$ cat config.mk
export PLATFORM = sky130hd
export DESIGN_NAME = codec_serial_port
export DESIGN_NICKNAME = d
export VERILOG_FILES = /design/src/rtl/codec_port_pkg.sv /design/src/rtl/cp_sync.sv /design/src/rtl/cp_init_gate.sv /design/src/rtl/cp_tx_path.sv /design/src/rtl/cp_rx_path.sv /design/src/rtl/codec_serial_port.sv
export SDC_FILE = /design/constraint.sdc
export NUM_CORES = 1
export LEC_CHECK = 0
export BUFFER_PORTS_ARGS = -buffer_cell sky130_fd_sc_hd__buf_2
export CAP_MARGIN = 10
export CORE_MARGIN = 3
export CORE_UTILIZATION = 59
export DETAILED_ROUTE_END_ITERATION = 12
export PLACE_DENSITY = 0.79
export SLEW_MARGIN = 40
export SYNTH_ARGS = -nofsm -noshare
export SYNTH_HDL_FRONTEND = slang
export SYNTH_HIERARCHICAL = 1
export SYNTH_SLANG_ARGS = --single-unit
$ cat constraint.sdc
create_clock -name clk_i -period 6.46 [get_ports clk_i]
set_input_delay 0.323 -clock clk_i [delete_from_list [all_inputs] [get_ports clk_i]]
set_output_delay 0.323 -clock clk_i [all_outputs]
set_load 0.005 [all_outputs]
$ cat src/rtl/codec_port_pkg.sv
package codec_port_pkg;
  typedef enum logic {CH_RIGHT = 1'b0, CH_LEFT = 1'b1} chan_e;
endpackage

$ cat src/rtl/cp_sync.sv
module cp_sync #(
  parameter int N      = 3,
  parameter int EDGE_W = 2,
  parameter int STAGES = 2
) (
  input  logic                clk_i,
  input  logic                rst_ni,
  input  logic [N-1:0]        din_i,
  output logic [N-EDGE_W-1:0] lvl_o,
  output logic [EDGE_W-1:0]   rise_o,
  output logic [EDGE_W-1:0]   fall_o
);
  logic [N-1:0]      stg_q [STAGES];
  logic [EDGE_W-1:0] prv_q;

  always_ff @(posedge clk_i or negedge rst_ni) begin
    if (!rst_ni) begin
      for (int i = 0; i < STAGES; i++) stg_q[i] <= '0;
      prv_q <= '0;
    end else begin
      stg_q[0] <= din_i;
      for (int i = 1; i < STAGES; i++) stg_q[i] <= stg_q[i-1];
      prv_q <= stg_q[STAGES-1][EDGE_W-1:0];
    end
  end

  // low bits get edge detection, the rest are passed as levels
  assign rise_o = stg_q[STAGES-1][EDGE_W-1:0] & ~prv_q;
  assign fall_o = ~stg_q[STAGES-1][EDGE_W-1:0] & prv_q;
  assign lvl_o  = stg_q[STAGES-1][N-1:EDGE_W];
endmodule

$ cat src/rtl/cp_init_gate.sv
module cp_init_gate #(
  parameter int INIT_FRAMES = 2081
) (
  input  logic clk_i,
  input  logic rst_ni,
  input  logic pdn_i,
  input  logic frame_start_i,
  output logic ready_o
);
  localparam int CW = (INIT_FRAMES < 1) ? 1 : $clog2(INIT_FRAMES + 1);
  localparam logic [CW-1:0] DONE = CW'(INIT_FRAMES);

  logic [CW-1:0] cnt_q;

  always_ff @(posedge clk_i or negedge rst_ni) begin
    if (!rst_ni)                           cnt_q <= '0;
    else if (!pdn_i)                       cnt_q <= '0;
    else if (frame_start_i && cnt_q != DONE) cnt_q <= cnt_q + 1'b1;
  end

  assign ready_o = (cnt_q == DONE);
endmodule

$ cat src/rtl/cp_tx_path.sv
module cp_tx_path import codec_port_pkg::*; #(
  parameter int WORD_BITS = 24,
  parameter int SLOT_BITS = 32,
  localparam int CNT_W    = $clog2(SLOT_BITS)
) (
  input  logic                 clk_i,
  input  logic                 rst_ni,
  input  logic                 pdn_i,
  input  logic                 frame_start_i,
  input  logic                 gate_zero_i,
  input  logic [CNT_W-1:0]     slot_cnt_i,
  input  chan_e                chan_i,
  input  logic [WORD_BITS-1:0] left_i,
  input  logic [WORD_BITS-1:0] right_i,
  output logic                 sdto_o
);
  localparam logic [CNT_W-1:0] WORD_LAST = CNT_W'(WORD_BITS - 1);

  logic [WORD_BITS-1:0] shd_l_q, shd_r_q, word, shifted;

  always_ff @(posedge clk_i or negedge rst_ni) begin
    if (!rst_ni) begin
      shd_l_q <= '0;
      shd_r_q <= '0;
    end else if (!pdn_i) begin
      shd_l_q <= '0;
      shd_r_q <= '0;
    end else if (frame_start_i) begin
      shd_l_q <= gate_zero_i ? '0 : left_i;
      shd_r_q <= gate_zero_i ? '0 : right_i;
    end
  end

  always_comb begin
    word    = (chan_i == CH_LEFT) ? shd_l_q : shd_r_q;
    shifted = word << slot_cnt_i;
    sdto_o  = (slot_cnt_i <= WORD_LAST) && shifted[WORD_BITS-1];
  end
endmodule

$ cat src/rtl/cp_rx_path.sv
module cp_rx_path import codec_port_pkg::*; #(
  parameter int WORD_BITS = 24,
  parameter int SLOT_BITS = 32,
  localparam int CNT_W    = $clog2(SLOT_BITS)
) (
  input  logic                 clk_i,
  input  logic                 rst_ni,
  input  logic                 pdn_i,
  input  logic                 bit_stb_i,
  input  logic                 sdti_i,
  input  logic [CNT_W-1:0]     slot_cnt_i,
  input  chan_e                chan_i,
  output logic [WORD_BITS-1:0] left_o,
  output logic [WORD_BITS-1:0] right_o,
  output logic                 valid_o
);
  localparam logic [CNT_W-1:0] PAD_C  = CNT_W'(SLOT_BITS - WORD_BITS);
  localparam logic [CNT_W-1:0] LAST_C = CNT_W'(SLOT_BITS - 1);

  logic [WORD_BITS-1:0] sh_q, hold_l_q, nxt;

  assign nxt = {sh_q[WORD_BITS-2:0], sdti_i};

  always_ff @(posedge clk_i or negedge rst_ni) begin
    if (!rst_ni) begin
      sh_q <= '0; hold_l_q <= '0; left_o <= '0; right_o <= '0; valid_o <= 1'b0;
    end else if (!pdn_i) begin
      sh_q <= '0; hold_l_q <= '0; left_o <= '0; right_o <= '0; valid_o <= 1'b0;
    end else begin
      valid_o <= 1'b0;
      // leading pad bits of the slot are skipped
      if (bit_stb_i && slot_cnt_i >= PAD_C) begin
        sh_q <= nxt;
        if (slot_cnt_i == LAST_C) begin
          if (chan_i == CH_LEFT) hold_l_q <= nxt;
          else begin
            left_o  <= hold_l_q;
            right_o <= nxt;
            valid_o <= 1'b1;
          end
        end
      end
    end
  end
endmodule

$ cat src/rtl/codec_serial_port.sv
module codec_serial_port import codec_port_pkg::*; #(
  parameter int WORD_BITS   = 24,
  parameter int SLOT_BITS   = 32,
  parameter int INIT_FRAMES = 2081,
  parameter int SYNC_STAGES = 2
) (
  input  logic                 clk_i,
  input  logic                 rst_ni,
  input  logic                 pdn_i,
  input  logic                 adc_force_zero_i,
  input  logic                 bclk_i,
  input  logic                 lrck_i,
  input  logic                 sdti_i,
  input  logic [WORD_BITS-1:0] tx_left_i,
  input  logic [WORD_BITS-1:0] tx_right_i,
  output logic                 sdto_o,
  output logic [WORD_BITS-1:0] rx_left_o,
  output logic [WORD_BITS-1:0] rx_right_o,
  output logic                 rx_valid_o
);
  localparam int CNT_W = $clog2(SLOT_BITS);
  localparam logic [CNT_W-1:0] LAST_C = CNT_W'(SLOT_BITS - 1);

  logic [0:0]       sdti_s;
  logic [1:0]       rise, fall;
  logic             bclk_rise, bclk_fall, lrck_rise, lrck_fall, lrck_edge;
  logic [CNT_W-1:0] slot_cnt;
  chan_e            chan_q;
  logic             init_ready;

  cp_sync #(.N(3), .EDGE_W(2), .STAGES(SYNC_STAGES)) u_sync (
    .clk_i  (clk_i),
    .rst_ni (rst_ni),
    .din_i  ({sdti_i, lrck_i, bclk_i}),
    .lvl_o  (sdti_s),
    .rise_o (rise),
    .fall_o (fall)
  );

  assign bclk_rise = rise[0];
  assign bclk_fall = fall[0];
  assign lrck_rise = rise[1];
  assign lrck_fall = fall[1];
  assign lrck_edge = lrck_rise | lrck_fall;

  // frame clock edge wins over a coincident bit clock fall
  always_ff @(posedge clk_i or negedge rst_ni) begin
    if (!rst_ni) begin
      slot_cnt <= '0;
      chan_q   <= CH_RIGHT;
    end else if (!pdn_i) begin
      slot_cnt <= '0;
      chan_q   <= CH_RIGHT;
    end else if (lrck_edge) begin
      slot_cnt <= '0;
      chan_q   <= lrck_rise ? CH_LEFT : CH_RIGHT;
    end else if (bclk_fall && slot_cnt != LAST_C) begin
      slot_cnt <= slot_cnt + 1'b1;
    end
  end

  cp_init_gate #(.INIT_FRAMES(INIT_FRAMES)) u_gate (
    .clk_i         (clk_i),
    .rst_ni        (rst_ni),
    .pdn_i         (pdn_i),
    .frame_start_i (lrck_rise),
    .ready_o       (init_ready)
  );

  cp_tx_path #(.WORD_BITS(WORD_BITS), .SLOT_BITS(SLOT_BITS)) u_tx (
    .clk_i         (clk_i),
    .rst_ni        (rst_ni),
    .pdn_i         (pdn_i),
    .frame_start_i (lrck_rise),
    .gate_zero_i   (!init_ready || adc_force_zero_i),
    .slot_cnt_i    (slot_cnt),
    .chan_i        (chan_q),
    .left_i        (tx_left_i),
    .right_i       (tx_right_i),
    .sdto_o        (sdto_o)
  );

  cp_rx_path #(.WORD_BITS(WORD_BITS), .SLOT_BITS(SLOT_BITS)) u_rx (
    .clk_i      (clk_i),
    .rst_ni     (rst_ni),
    .pdn_i      (pdn_i),
    .bit_stb_i  (bclk_rise),
    .sdti_i     (sdti_s[0]),
    .slot_cnt_i (slot_cnt),
    .chan_i     (chan_q),
    .left_o     (rx_left_o),
    .right_o    (rx_right_o),
    .valid_o    (rx_valid_o)
  );
endmodule

Yosys cells after proc, flatten, opt, wreduce, memory -nomap -nowiden

Index checks and enable logic that the tools add are counted.

Shift-type cells: 1
Order comparisons: 2
Mux-type cells: 33
Reduce and logical (&&, ||, !) cells: 8
Eq/ne operators: 12
Bitwise gates (word level): 5
Add/sub/neg operators: 2

Operators by type and width:

| kind                                                                   | number |
|---|---|
| 24-bit 2-to-1 mux                                                      | 19 |
| 23-bit 2-to-1 mux                                                      | 2 |
| 12-bit 2-to-1 mux                                                      | 2 |
| 24-bit by 5-bit << shifter with 24-bit output                          | 1 |
| 5-bit 2-to-1 mux                                                       | 3 |
| 12-bit by 1-bit adder with 12-bit output (second input constant)       | 1 |
| 12-bit == test (second input constant)                                 | 1 |
| 12-bit != test (second input constant)                                 | 1 |
| 2-bit by 1-bit != test with 1-bit output (second input constant)       | 6 |
| 1-bit 2-to-1 mux                                                       | 7 |
| 3-bit AND reduction                                                    | 2 |
| 5-bit by 1-bit adder with 5-bit output (second input constant)         | 1 |
| 5-bit == test (second input constant)                                  | 1 |
| 5-bit by 4-bit >= comparator with 1-bit output (second input constant) | 1 |
| 5-bit <= comparator (second input constant)                            | 1 |
| 5-bit != test (second input constant)                                  | 1 |
| 2-bit AND                                                              | 2 |
| 1-bit logical AND                                                      | 4 |
| 2-bit inverter                                                         | 2 |
| 3-bit by 1-bit != test with 1-bit output (second input constant)       | 1 |
| 2-bit != test (second input constant)                                  | 1 |
| 1-bit zero test                                                        | 1 |
| 1-bit logical OR                                                       | 1 |
| 1-bit OR                                                               | 1 |

Input bits: 55
Register bits after elaboration: 170

Logic depth before layout (Yosys ltp)

Gate-level depths: netlist of run 1.

Depth in word-level cells: 6
Mapped depth: 9

Modules after synthesis

The synthesis of run 1 kept the hierarchy.

Modules (own cells, without submodules):

| module            | times used | cells each | area an instance (sq um) |
|---|---|---|---|
| cp_rx_path        | 1          | 365        | 3991.3 |
| cp_tx_path        | 1          | 142        | 2145.8 |
| cp_init_gate      | 1          | 75         | 696.9 |
| codec_serial_port | 1          | 29         | 301.5 |
| cp_sync           | 1          | 12         | 235.2 |

Worst setup path before layout of run 1

No wires, ideal clock.

Kind: flip-flop to flip-flop
Start point: reg u_gate.cnt_q[9]
End point: reg u_tx.shd_r_q[10]
Path slack: 4280 ps
Arrival time: 2114 ps
Path buffers: 2
Setup time: 66 ps
Stages on the path, launching flop included: 8
Required time: 6394 ps
Path through: dfrtp_1 or4b_4 nor3_1 nand2b_1 and3b_1 clkbuf_1 buf_1 a22o_1

Cells in the longest elaborated chain, start to end: 6

Ends and longest elaborated chain:

| item                     | line                    | source |
|---|---|---|
| start: declaration       | cp_init_gate.sv:13      | `logic [CW-1:0] cnt_q;` |
| start signal: assignment | cp_init_gate.sv:18      | `else if (frame_start_i && cnt_q != DONE) cnt_q <= cnt_q + 1'b1;` |
| 12-bit == test           | cp_init_gate.sv:21      | `assign ready_o = (cnt_q == DONE);` |
| named net init_ready     | codec_serial_port.sv:29 | `logic init_ready;` |
| 1-bit zero test          | codec_serial_port.sv:75 | `.gate_zero_i (!init_ready \|\| adc_force_zero_i),` |
| 1-bit logical OR         | codec_serial_port.sv:75 |  |
| 24-bit 2-to-1 mux        | cp_tx_path.sv:30        | `shd_r_q <= gate_zero_i ? '0 : right_i;` |
| 24-bit 2-to-1 mux        | cp_tx_path.sv:28        | `end else if (frame_start_i) begin` |
| 24-bit 2-to-1 mux        | cp_tx_path.sv:25        | `end else if (!pdn_i) begin` |
| end signal: assignment   | cp_tx_path.sv:30        |  |
| end: declaration         | cp_tx_path.sv:19        | `logic [WORD_BITS-1:0] shd_l_q, shd_r_q, word, shifted;` |

The timed path passes the listed nets, and every way through them passes these cells. The select of a mux whose other input is x is not followed.
A chain may end at the register's enable or synchronous reset.

Worst setup path in the final report of run 1

Start point: reg chan_q
End point: out sdto_o

Cells in the longest elaborated chain, start to end: 3

Ends and longest elaborated chain:

| item                                          | line                    | source |
|---|---|---|
| start: declaration                            | codec_serial_port.sv:28 | `chan_e chan_q;` |
| start signal: assignment                      | codec_serial_port.sv:56 | `chan_q <= lrck_rise ? CH_LEFT : CH_RIGHT;` |
| 24-bit 2-to-1 mux                             | cp_tx_path.sv:35        | `word = (chan_i == CH_LEFT) ? shd_l_q : shd_r_q;` |
| 24-bit by 5-bit << shifter with 24-bit output | cp_tx_path.sv:36        | `shifted = word << slot_cnt_i;` |
| 1-bit logical AND                             | cp_tx_path.sv:37        | `sdto_o = (slot_cnt_i <= WORD_LAST) && shifted[WORD_BITS-1];` |
| end: declaration                              | codec_serial_port.sv:16 | `output logic sdto_o,` |

Every way passes these cells.

==> impl_results.md, run 1 <==
* Max-slew violations at 0
* Commonest non-fill, non-tap cell in the layout: dfrtp_1
* Setup Skew at 0.006001 ns
* TritonCTS clock tree: built
* Yosys cell types at 49
* Mapped Nets at 682
* Drt pass-1 iters at 4
* Ys async rst share at 100.0%
* Vert. Die Dim at 117.8 um
* Post-layout net count at around 780
* Diode count at 0
* Cts hold-fix bufs at 4
* HPWL Detailed at 9.697 mm
* Largest net degree at the start of global routing at 115
* Gate power share at under 10%
* Hold violation count in the final report at 0
* Share of layout cells above drive strength 1 at a little over a fifth
* All-Layer GR Usage at a little under a quarter
* Register area share after synthesis at between 50 and 60%
* Slowest CP cell: dfrtp_2
* Final Util at between 70 and 80%
* Clock Tree Buf Depth at 2
* Synthesized area at about 7400 sq um
* Worst vdd ir at between 0.0002 and 0.00025 V
* First-pass GRT wire length at about 25 mm
* Placed instance count at around 860
* Design area at about 8800 sq um
* Final ANT Viol Nets at 0
* GRT overflow at 0
* Critical Path RT at roughly 6.1 ns
* Core footprint at between 10000 and 15000 sq um
* Worst slew pin tran at ~0.84 ns
* Hold Crit Class: input pin to register
* DP Area at between 8000 and 9000 sq um
* Clk Latency, worst-skew pair at between 0.4 and 0.5 ns
* Syn avg cell area at about 12 sq um
* Lkg Pwr at 4.020 nW
* Worst setup SP type: register
* Root buffer cell: clkbuf_16
* RSZ-0062 raised after global routing: no
* Setup WS post-layout at between 3 and 4 ns
* Final wirelength at between 15 and 20 mm
* Worst path cell trace: mux4_1, mux4_2, a32o_1, buf_2
* Iter 0 DRT Violations at 345
* Finished Layout Cells at roughly 900
* Crit share post-route at 45.43%
* CTS Buf Count at 17
* Pint at about 1.9 mW
* Synthesis warning total at 6
* Initial antenna violation count at 0
* Vias/cell at ~5.7
* CP endpoint kind: output port
* Synth Flop Type: dfrtp_1
* Pre-CTS setup slack at ~3.7 ns
* Status: finished clean
* Crit path max fanout at 18
* Row count at 40
* Wire per inst at ~17 um
* Gpl congestion at between 0.8 and 0.9
* Buffers on Ports at roughly 100
* Slew margin rel. at between 40% and 50%
* DRC viols at 0
* Post-synth EDFFs at 0
* Clock Power Share at between 50% and 60%
* Die ar. at 13870 sq um
* Fmax at around 340 MHz
* Clock-pin transition on the worst setup and hold timing paths at 0.06 ns
* Power density over the cells at 265.5 nW/um^2
* CTS Sinks at between 150 and 200
* Endpoints failing setup at 0
* Crit path kind: register to output port
* Fillers at roughly 870
* Setup Buffers After CTS at 0
* Crit path DAT at ~2.6 ns
* Switching share of total power at around a fifth
* Initial Utilization at about three fifths
* Most frequent cells in the layout: 169 x dfrtp_1, 154 x nand2_1, 102 x buf_2, 81 x mux2i_1, 48 x a22o_1
* Mapped Cells at a little over 600
* Total Power at 2.328 mW
* Crit path largest cell delay at between 0.6 and 0.7 ns
* Syn-to-layout area delta at 18.96%
* Sequential power share at between 40% and 50%
* Die width at ~120 um
* CTS resizes at 0
* Sw Pwr at around 470 uW
* H-tree levels at 4
* Io pins at 105
* Hold Slack at between 0.1 and 0.15 ns
* Tmin final at around 2.9 ns
* Total of max-cap violations at 0
* Post-synthesis register bit count at 170
* Via count at just over 5000
* Vias in the first global route at around 5200
* TNS Setup at 0 ns
==> power groups by stage <==
| stage | combinational (mW) | sequential (mW) | clock, mW |
|---|---|---|---|
| 6_report | 0.0808 | 1.08 | 1.17 |
| 5_1_grt | 0.0910 | 1.08 | 1.24 |
| 4_1_cts | 0.0826 | 1.08 | 1.19 |
| 3_5_place_dp | 0.0803 | 1.10 | 0 |
| 3_3_place_gp | 0.0735 | 1.10 | 0 |
| 2_1_floorplan | 0.0361 | 1.09 | 0 |
==> flip-flops by register name, indices dropped and copies added (netlist names) <==
register,count
u_rx/hold_l_q,24
u_rx/left_o,24
u_rx/right_o,24
u_tx/shd_l_q,24
u_tx/shd_r_q,24
u_rx/sh_q,23
u_gate/cnt_q,12
slot_cnt,5
u_sync/stg_q,5
u_sync/prv_q,2
chan_q,1
u_rx/valid_o,1
u_sync/lvl_o,1
==> worst max-delay path, delay by kind of cell, from the launching register on <==
kind,cells,cell delay (ns)
DFF,1,0.66
muxes,2,1.11
buffers and inverters,1,0.13
AOI/OAI and AO/OA,1,0.28
==> logic make-up after synthesis <==
kind of cell    count (synthesis)  share of synthesized area, %
simple gates                  206                         12.43
flops                         170                         57.72
compound gates                 97                         10.56
mux                            93                         14.97
buf+inv                        49                         3.174
xor+xnor                        4                        0.4753
fa+ha+maj                       4                        0.6790
==> cells in the mapped netlist, types with 4 or more instances <==
library cell | n | share of area [%]
a21boi_0 | 23 | 2.3
mux2i_1 | 81 | 11
nand2b_1 | 5 | 0.42
ha_1 | 4 | 0.68
a21oi_1 | 6 | 0.41
or3_1 | 5 | 0.42
buf_1 | 4 | 0.20
and2b_2 | 5 | 0.59
mux4_1 | 9 | 3.2
a22o_1 | 48 | 5.7
xor2_1 | 4 | 0.48
buf_2 | 5 | 0.34
nor2_1 | 8 | 0.41
nand3_1 | 5 | 0.34
nand2_1 | 154 | 7.8
inv_1 | 7 | 0.36
clkbuf_1 | 26 | 1.3
dfrtp_1 | 170 | 58
nand4_1 | 6 | 0.51
==> layer usage <==
layer | global-route usage, % | up-vias | wire length, um
met2 | 37.44 | 110 | 7515
met5 | 0 | - | 0
met3 | 5.718 | 23 | 573
met4 | 7.619 | 0 | 281
met1 | 29.61 | 2569 | 6691
li1 | - | 2385 | -
==> path summary, 6_finish.rpt <==
check / startpoint / end / slack [ns] / cells past startpoint
max: chan_q / sdto_o / 3.53 / 4
min: tx_left_i[17] / u_tx/shd_l_q[17] / 0.10 / 2
max reg2reg: slot_cnt[0] / u_rx/right_o[10] / 4.01 / 4
min reg2reg: u_sync/stg_q[5] / u_sync/lvl_o / 0.35 / 0
max in group asynchronous: rst_ni / chan_q / 4.78 / 3
min in group asynchronous: rst_ni / u_rx/right_o[9] / 0.52 / 2
==> area by class of cell <==
type,count,area [sq um],share of cell area (%)
well taps,168,210.2,2.397
clock inverters,13,247.7,2.825
multi-input cells,404,2914,33.23
repair buffers,116,681.9,7.777
flip-flops and latches,170,4255,48.53
clock buffers,19,432.9,4.937
inverters,7,26.28,0.2997
Power figures use the tool's default switching activity.
==> inputs of run 2 (changes only) <==
- ABC_AREA: default -> 1
- CORE_UTILIZATION: 59 -> 58
- PLACE_DENSITY: 0.79 -> 0.77
- clock period: 6.46 -> 2.85 ns (I/O delays scaled with it)
==> impl_results.md, run 2 <==
* Status: finished clean
* Vias/cell at 5.182 (-8.6%)
* Synth Flop Type: dfrtp_1
* Synthesized area at 8019 sq um (+8.8%)
* Syn-to-layout area delta at 19.19%
* Crit share post-route at 85.44%
* RSZ-0062 raised after global routing: no
* Initial antenna violation count at 0 (unchanged)
* Mapped Nets at 1052 (+54%)
* Via count at 6793 (+34%)
* Clock-pin transition on the worst setup and hold timing paths at 0.05 ns (about the same)
* Final ANT Viol Nets at 0 (unchanged)
* Critical Path RT at 2.71 ns (-3.43 ns)
* Crit path max fanout at 22 (+4)
* GRT overflow at 0 (unchanged)
* HPWL Detailed at 10.97 mm (+13%)
* Core footprint at 13400 sq um (+11%)
* CTS Buf Count at 17 (unchanged)
* TritonCTS clock tree: built
* Most area-hungry cell type in the Yosys netlist: dfrtp_1
* Max-slew violations at 0 (unchanged)
* CP endpoint kind: output port
* Post-synth EDFFs at 0 (unchanged)
* Post-layout net count at 1185 (+53%)
* Hold Crit Class: input pin to register
* Mapped Cells at 993 (+59%)
* Drt pass-1 iters at 5 (+1)
* Most frequent cells in the layout: 313 x nand2_1, 170 x dfrtp_1, 162 x inv_1, 140 x nand3_1, 103 x buf_2
* Wire per inst at 13.90 um (-17%)
* Row count at 42 (+5.0%)
* Initial Utilization at 59.84% (-1.0 points)
* Slew margin rel. at 48.86% (+4.6 points)
* Crit path DAT at 2.29 ns (-0.32 ns)
* Endpoints failing setup at 0 (unchanged)
* Die ar. at 15270 sq um (+10%)
* Root buffer cell: clkbuf_16
* Hold violation count in the final report at 0 (unchanged)
* DRC viols at 0 (unchanged)
* Final Util at 71.33% (-1.1 points)
* Synthesis warning total at 6 (unchanged)
* Final wirelength at 18.22 mm (+21%)
* Yosys cell types at 33 (-33%)
* Syn avg cell area at 8.075 sq um (-32%)
* Largest net degree at the start of global routing at 77 (-33%)
* Power density over the cells at 505.6 nW/um^2 (+90%)
* Cell with the most instances after synthesis: nand2_1
* Lkg Pwr at 5.482 nW (+36%)
* Post-synth top cells: 313 x nand2_1, 170 x dfrtp_1, 162 x inv_1, 140 x nand3_1, 39 x o22ai_1
* Io pins at 105 (unchanged)
* Iter 0 DRT Violations at 711 (+110%)
* Total of max-cap violations at 0 (unchanged)
* Fmax at just over 400 MHz
* Ys async rst share at 100.0% (unchanged)
* First-pass GRT wire length at 29.37 mm (+16%)
* Share of layout cells above drive strength 1 at 14.80% (-6.7 points)
* Placed instance count at 1234 (+43%)
* Clk Latency, worst-skew pair at 0.42 ns (about the same)
* H-tree levels at 4 (unchanged)
* TNS Setup at 0 ns (unchanged)
* Post-synth top area share at 53.05% (-4.7 points)
* Vert. Die Dim at 123.6 um (+4.9%)
* Vias in the first global route at 6098 (+18%)
* Buffers on Ports at 104 (unchanged)
* Commonest non-fill, non-tap cell in the layout: nand2_1
* Worst slew pin tran at 0.7671 ns (-0.06906 ns)
* Top area cells in the synthesized netlist: dfrtp_1 53%, nand2_1 15%, nand3_1 8.7%
* Clock Tree Buf Depth at 2 (unchanged)
* Finished Layout Cells at 1311 (+46%)
* CTS Sinks at 170 (unchanged)
* DP Area at 8564 sq um (+6.5%)
* Crit path kind: register to output port
* Worst setup SP type: register
* Pre-CTS setup slack at 0.6516 ns (-3.048 ns)
* Setup WS post-layout at 0.4149 ns (-3.110 ns)
* Post-synthesis register bit count at 170 (unchanged)
* Register area share after synthesis at 53.05% (-4.7 points)
* Worst vdd ir at 0.0004556 V (+83%)
* Diode count at 0 (unchanged)
* Die width at 123.6 um (+4.9%)
* Setup Skew at 0.008345 ns (+0.002344 ns)
* Tmin final at between 2 and 2.5 ns
* All-Layer GR Usage at 24.50% (+1.8 points)
* Design area at 9558 sq um (+9.0%)
* Gpl congestion at 0.8524 (+6.4%)
==> run 2: kinds of logic after synthesis <==
logic type | share of synthesized area, %
AO/OA/AOI/OAI | 7.287
XOR/XNOR | 0.4368
adder cells (fa/ha/maj) | 0.6241
buffers and inverters | 12.12
flip-flops | 53.05
AND/OR/NAND/NOR | 26.48
==> run 2: layout make-up <==
cell class | count | area (sq um)
Sequential cell | 170 | 4254
Fill cell | 1018 | 3842
Multi-Input combinational cell | 602 | 2811
Timing Repair Buffer | 167 | 1135
Inverter | 168 | 634.4
Clock buffer | 25 | 485.5
Tap cell | 176 | 220.2
Clock inverter | 3 | 17.52
==> run 2: worst max-delay path: stages (launching register included) <==
cell	delay, ns
dfrtp_1	0.84
buf_4	0.34
a21oi_1	0.09
o21ai_0	0.10
nand3_1	0.09
nand3_1	0.10
nand2_1	0.05
nand3_1	0.06
nand2_1	0.08
buf_2	0.13
==> run 2: worst paths after layout <==
check,startpoint,end,slack [ns],cells after the start
min in group asynchronous,rst_ni,u_tx/shd_l_q[21],0.31,2
max in group asynchronous,rst_ni,u_sync/lvl_o,1.72,3
hold reg to reg,u_sync/stg_q[4],u_sync/stg_q[1],0.35,0
setup / recovery,chan_q,sdto_o,0.41,9
hold / removal,tx_left_i[0],u_tx/shd_l_q[0],0.03,3
setup reg to reg,slot_cnt[0],u_rx/hold_l_q[1],0.63,6
==> run 2: repair_timing <==
item	in CTS	in global routing
hold buffers	49	0
gates resized for setup	0	0
endpoints found under the setup margin	0	0
hold endpoints to repair	122	0
setup buffers	0	0
==> run 2: metal layers <==
layer | track usage [%] | wire length, um
met5 | 0 | 0
met4 | 9.550 | 435
met3 | 5.540 | 939
met2 | 36.47 | 8383
met1 | 35.22 | 8460
==> run 2: through the flow <==
| stage | total power, mW | hold WS (ns) |
|---|---|---|
| after floorplan | 2.673 | -0.1531 |
| after global placement | 2.787 | 0.2122 |
| after detailed placement | 2.791 | 0.2064 |
| after CTS | 4.858 | 0.003572 |
| after global routing | 4.998 | 0.01861 |
| final | 4.832 | 0.02685 |
==> run 2: where the power goes <==
group / switching (mW) / total [mW] / internal [mW] / leakage, nW
Clock: 0.867 / 2.03 / 1.16 / 0.245
Combinational: 0.221 / 0.353 / 0.132 / 2.88
Sequential: 0.0209 / 2.45 / 2.43 / 2.35
==> inputs of run 3 (changes only) <==
- ABC_AREA: 1 -> default
- CORE_UTILIZATION: 58 -> 57
- PLACE_DENSITY: 0.77 -> 0.76
==> impl_results.md, run 3 (synthesis gave the netlist of run 1 again) <==
* Vias/cell at 5.753 (+11%)
* Tmin final at 2.760 ns (+0.3254 ns)
* Initial antenna violation count at 0 (unchanged)
* Gate power share at 4.5% (-2.8 points)
* Crit path max fanout at 13 (-41%)
* Final ANT Viol Nets at 0 (unchanged)
* Buf+Inv Stages, Crit Path at 2 (unchanged)
* Total of max-cap violations at 0 (unchanged)
* CP endpoint kind: output port
* Finished Layout Cells at 947 (-28%)
* Via count at 5448 (-20%)
* Critical Path RT at 2.71 ns (about the same)
* Buffers on Ports at 104 (unchanged)
* Row count at 40 (-4.8%)
* Worst setup SP type: register
* Worst vdd ir at 0.0003727 V (-18%)
* DRC viols at 0 (unchanged)
* HPWL Detailed at 9.643 mm (-12%)
* CTS Sinks at 170 (unchanged)
* Core footprint at 12310 sq um (-8.1%)
* Most frequent cells in the layout: 169 x dfrtp_1, 154 x nand2_1, 102 x buf_2, 81 x mux2i_1, 52 x dlygate4sd3_1
* Slowest CP cell: mux4_1
* GRT overflow at 0 (unchanged)
* Initial Utilization at 59.87% (about the same)
* Max-slew violations at 0 (unchanged)
* Diode count at 0 (unchanged)
* Crit path DAT at 2.62 ns (+0.33 ns)
* Hold Crit Start: pdn_i
* Iter 0 DRT Violations at 487 (-32%)
* Drt pass-1 iters at 7 (+2)
* Pint at 4.246 mW (+14%)
* H-tree levels at 4 (unchanged)
* Commonest non-fill, non-tap cell in the layout: dfrtp_1
* First-pass GRT wire length at 28.35 mm (-3.5%)
* Setup WS post-layout at 0.08951 ns (-0.3254 ns)
* Register-to-Register Setup Slack at 0.59 ns (-0.04 ns)
* CTS Buf Count at 17 (unchanged)
* Crit share post-route at 96.86% (+11 points)
* Hold Crit Class: input pin to register
* Root buffer cell: clkbuf_16
* Wire per inst at 18.32 um (+32%)
* Worst path cell trace: buf_4, mux4_1, mux2i_1, or3_1, o221ai_1, a32o_1, buf_2
* Clk Latency, worst-skew pair at 0.43 ns (about the same)
* Setup Skew at 0.009227 ns (+0.0008821 ns)
* Status: finished clean
* Fillers at 815 (-20%)
* Placed instance count at 863 (-30%)
* Die ar. at 14330 sq um (-6.2%)
* Pre-CTS setup slack at 0.4262 ns (-0.2254 ns)
* Die width at 119.7 um (-3.1%)
* Final wirelength at 17.35 mm (-4.8%)
* Crit path from: chan_q
* Crit path largest cell delay at 0.60 ns (-0.24 ns)
* Slew margin rel. at 54.13% (+5.3 points)
* Final Util at 75.18% (+3.9 points)
* R2r startpoint: slot_cnt[0]
* Hold violation count in the final report at 0 (unchanged)
* Total Power at 5.343 mW (+11%)
* Vert. Die Dim at 119.7 um (-3.1%)
* Lkg Pwr at 4.233 nW (-23%)
* Delay-heaviest family, CP: multiplexers
* Fmax at 362.3 MHz (-12%)
* All-Layer GR Usage at 25.03% (+0.53 points)
* Crit path kind: register to output port
* Syn-to-layout area delta at 25.58%
* Gpl congestion at 0.7877 (-7.6%)
* Clock-pin transition on the worst setup and hold timing paths at 0.06 ns (about the same)
* Clock Tree Buf Depth at 2 (unchanged)
* Sw Pwr at 1.097 mW (-1.2%)
* Largest net degree at the start of global routing at 109 (+42%)
* Io pins at 105 (unchanged)
* Sequential power share at 45.7% (-5.0 points)
* TNS Setup at 0 ns (unchanged)
* Endpoints failing setup at 0 (unchanged)
* RSZ-0062 raised after global routing: no
* Power density over the cells at 577.2 nW/um^2 (+14%)
* Clock Power Share at 49.8% (+7.8 points)
* Post-layout net count at 825 (-30%)
* Share of layout cells above drive strength 1 at 20.54% (+5.7 points)
* TritonCTS clock tree: built
* Switching share of total power at 20.53% (-2.4 points)
* Worst slew pin tran at 0.6881 ns (-0.07902 ns)
* Vias in the first global route at 5667 (-7.1%)
[run 3: cell types whose count changed in the layout (fill, tap and decap cells not counted), sizes merged, moves of 6 or more]
cell	change
inv	-160
nand2	-165
bufinv	+6
a21boi	+23
o21ai	-38
nor2	-21
o22ai	-39
o211ai	-6
a22o	+48
nand3	-138
mux2i	+81
mux4	+11
[run 3: final timing paths]
| path | to | cells past startpoint |
|---|---|---|
| max in group asynchronous | chan_q | 3 |
| worst min-delay path | u_gate/cnt_q[11] | 3 |
| worst max-delay path | sdto_o | 7 |
| worst min register to register | u_sync/stg_q[1] | 0 |
| min in group asynchronous | u_rx/left_o[8] | 2 |
| worst max register to register | slot_cnt[3] | 6 |
[run 3: worst register-to-register path, delay by kind of cell (launching register included)]
| family | cells | cell delay, ns |
|---|---|---|
| and+or+nand+nor | 3 | 0.84 |
| DFF | 1 | 0.64 |
| adders and majority gates | 2 | 0.56 |
| AOI/OAI and AO/OA | 1 | 0.16 |
[run 3: what timing repair did]
item / CTS / global route
endpoints found under the hold margin: 105 / 0
setup buffers: 0 / 0
hold buffers: 52 / 0
setup endpoints to repair: 1 / 1
resized for setup: 1 / 1
[run 3: area by class of cell]
class	count	area, sq um	share of cell area (%)
flip-flops and latches	170	4258	46.00
multi-input cells	404	2914	31.48
clock inverters	11	215.2	2.325
inverters	7	26.28	0.2839
clock buffers	21	470.5	5.082
well taps	168	210.2	2.271
repair buffers	166	1162	12.56
[run 3: routing by layer]
layer	vias up	global-route usage [%]	share of wire (%)
met3	31	4.901	4.6
li1	2491	-	-
met5	-	0	0
met2	187	43.40	53
met1	2739	31.09	41
met4	0	9.807	2.0
[run 3: power by group through the flow]
stage / clock network, mW / logic, mW / registers, mW
6_report: 2.66 / 0.242 / 2.44
5_1_grt: 2.78 / 0.267 / 2.44
4_1_cts: 2.67 / 0.236 / 2.44
3_5_place_dp: 0 / 0.182 / 2.48
3_3_place_gp: 0 / 0.176 / 2.48
2_1_floorplan: 0 / 0.0819 / 2.48
[run 3: metrics by stage]
step	instance area, sq um	hold WS, ns
2_1_floorplan	7371	-0.1531
3_3_place_gp	8038	0.1296
3_5_place_dp	8045	0.1386
4_1_cts	9253	0.1106
5_1_grt	9256	0.1278
6_report	9256	0.1307
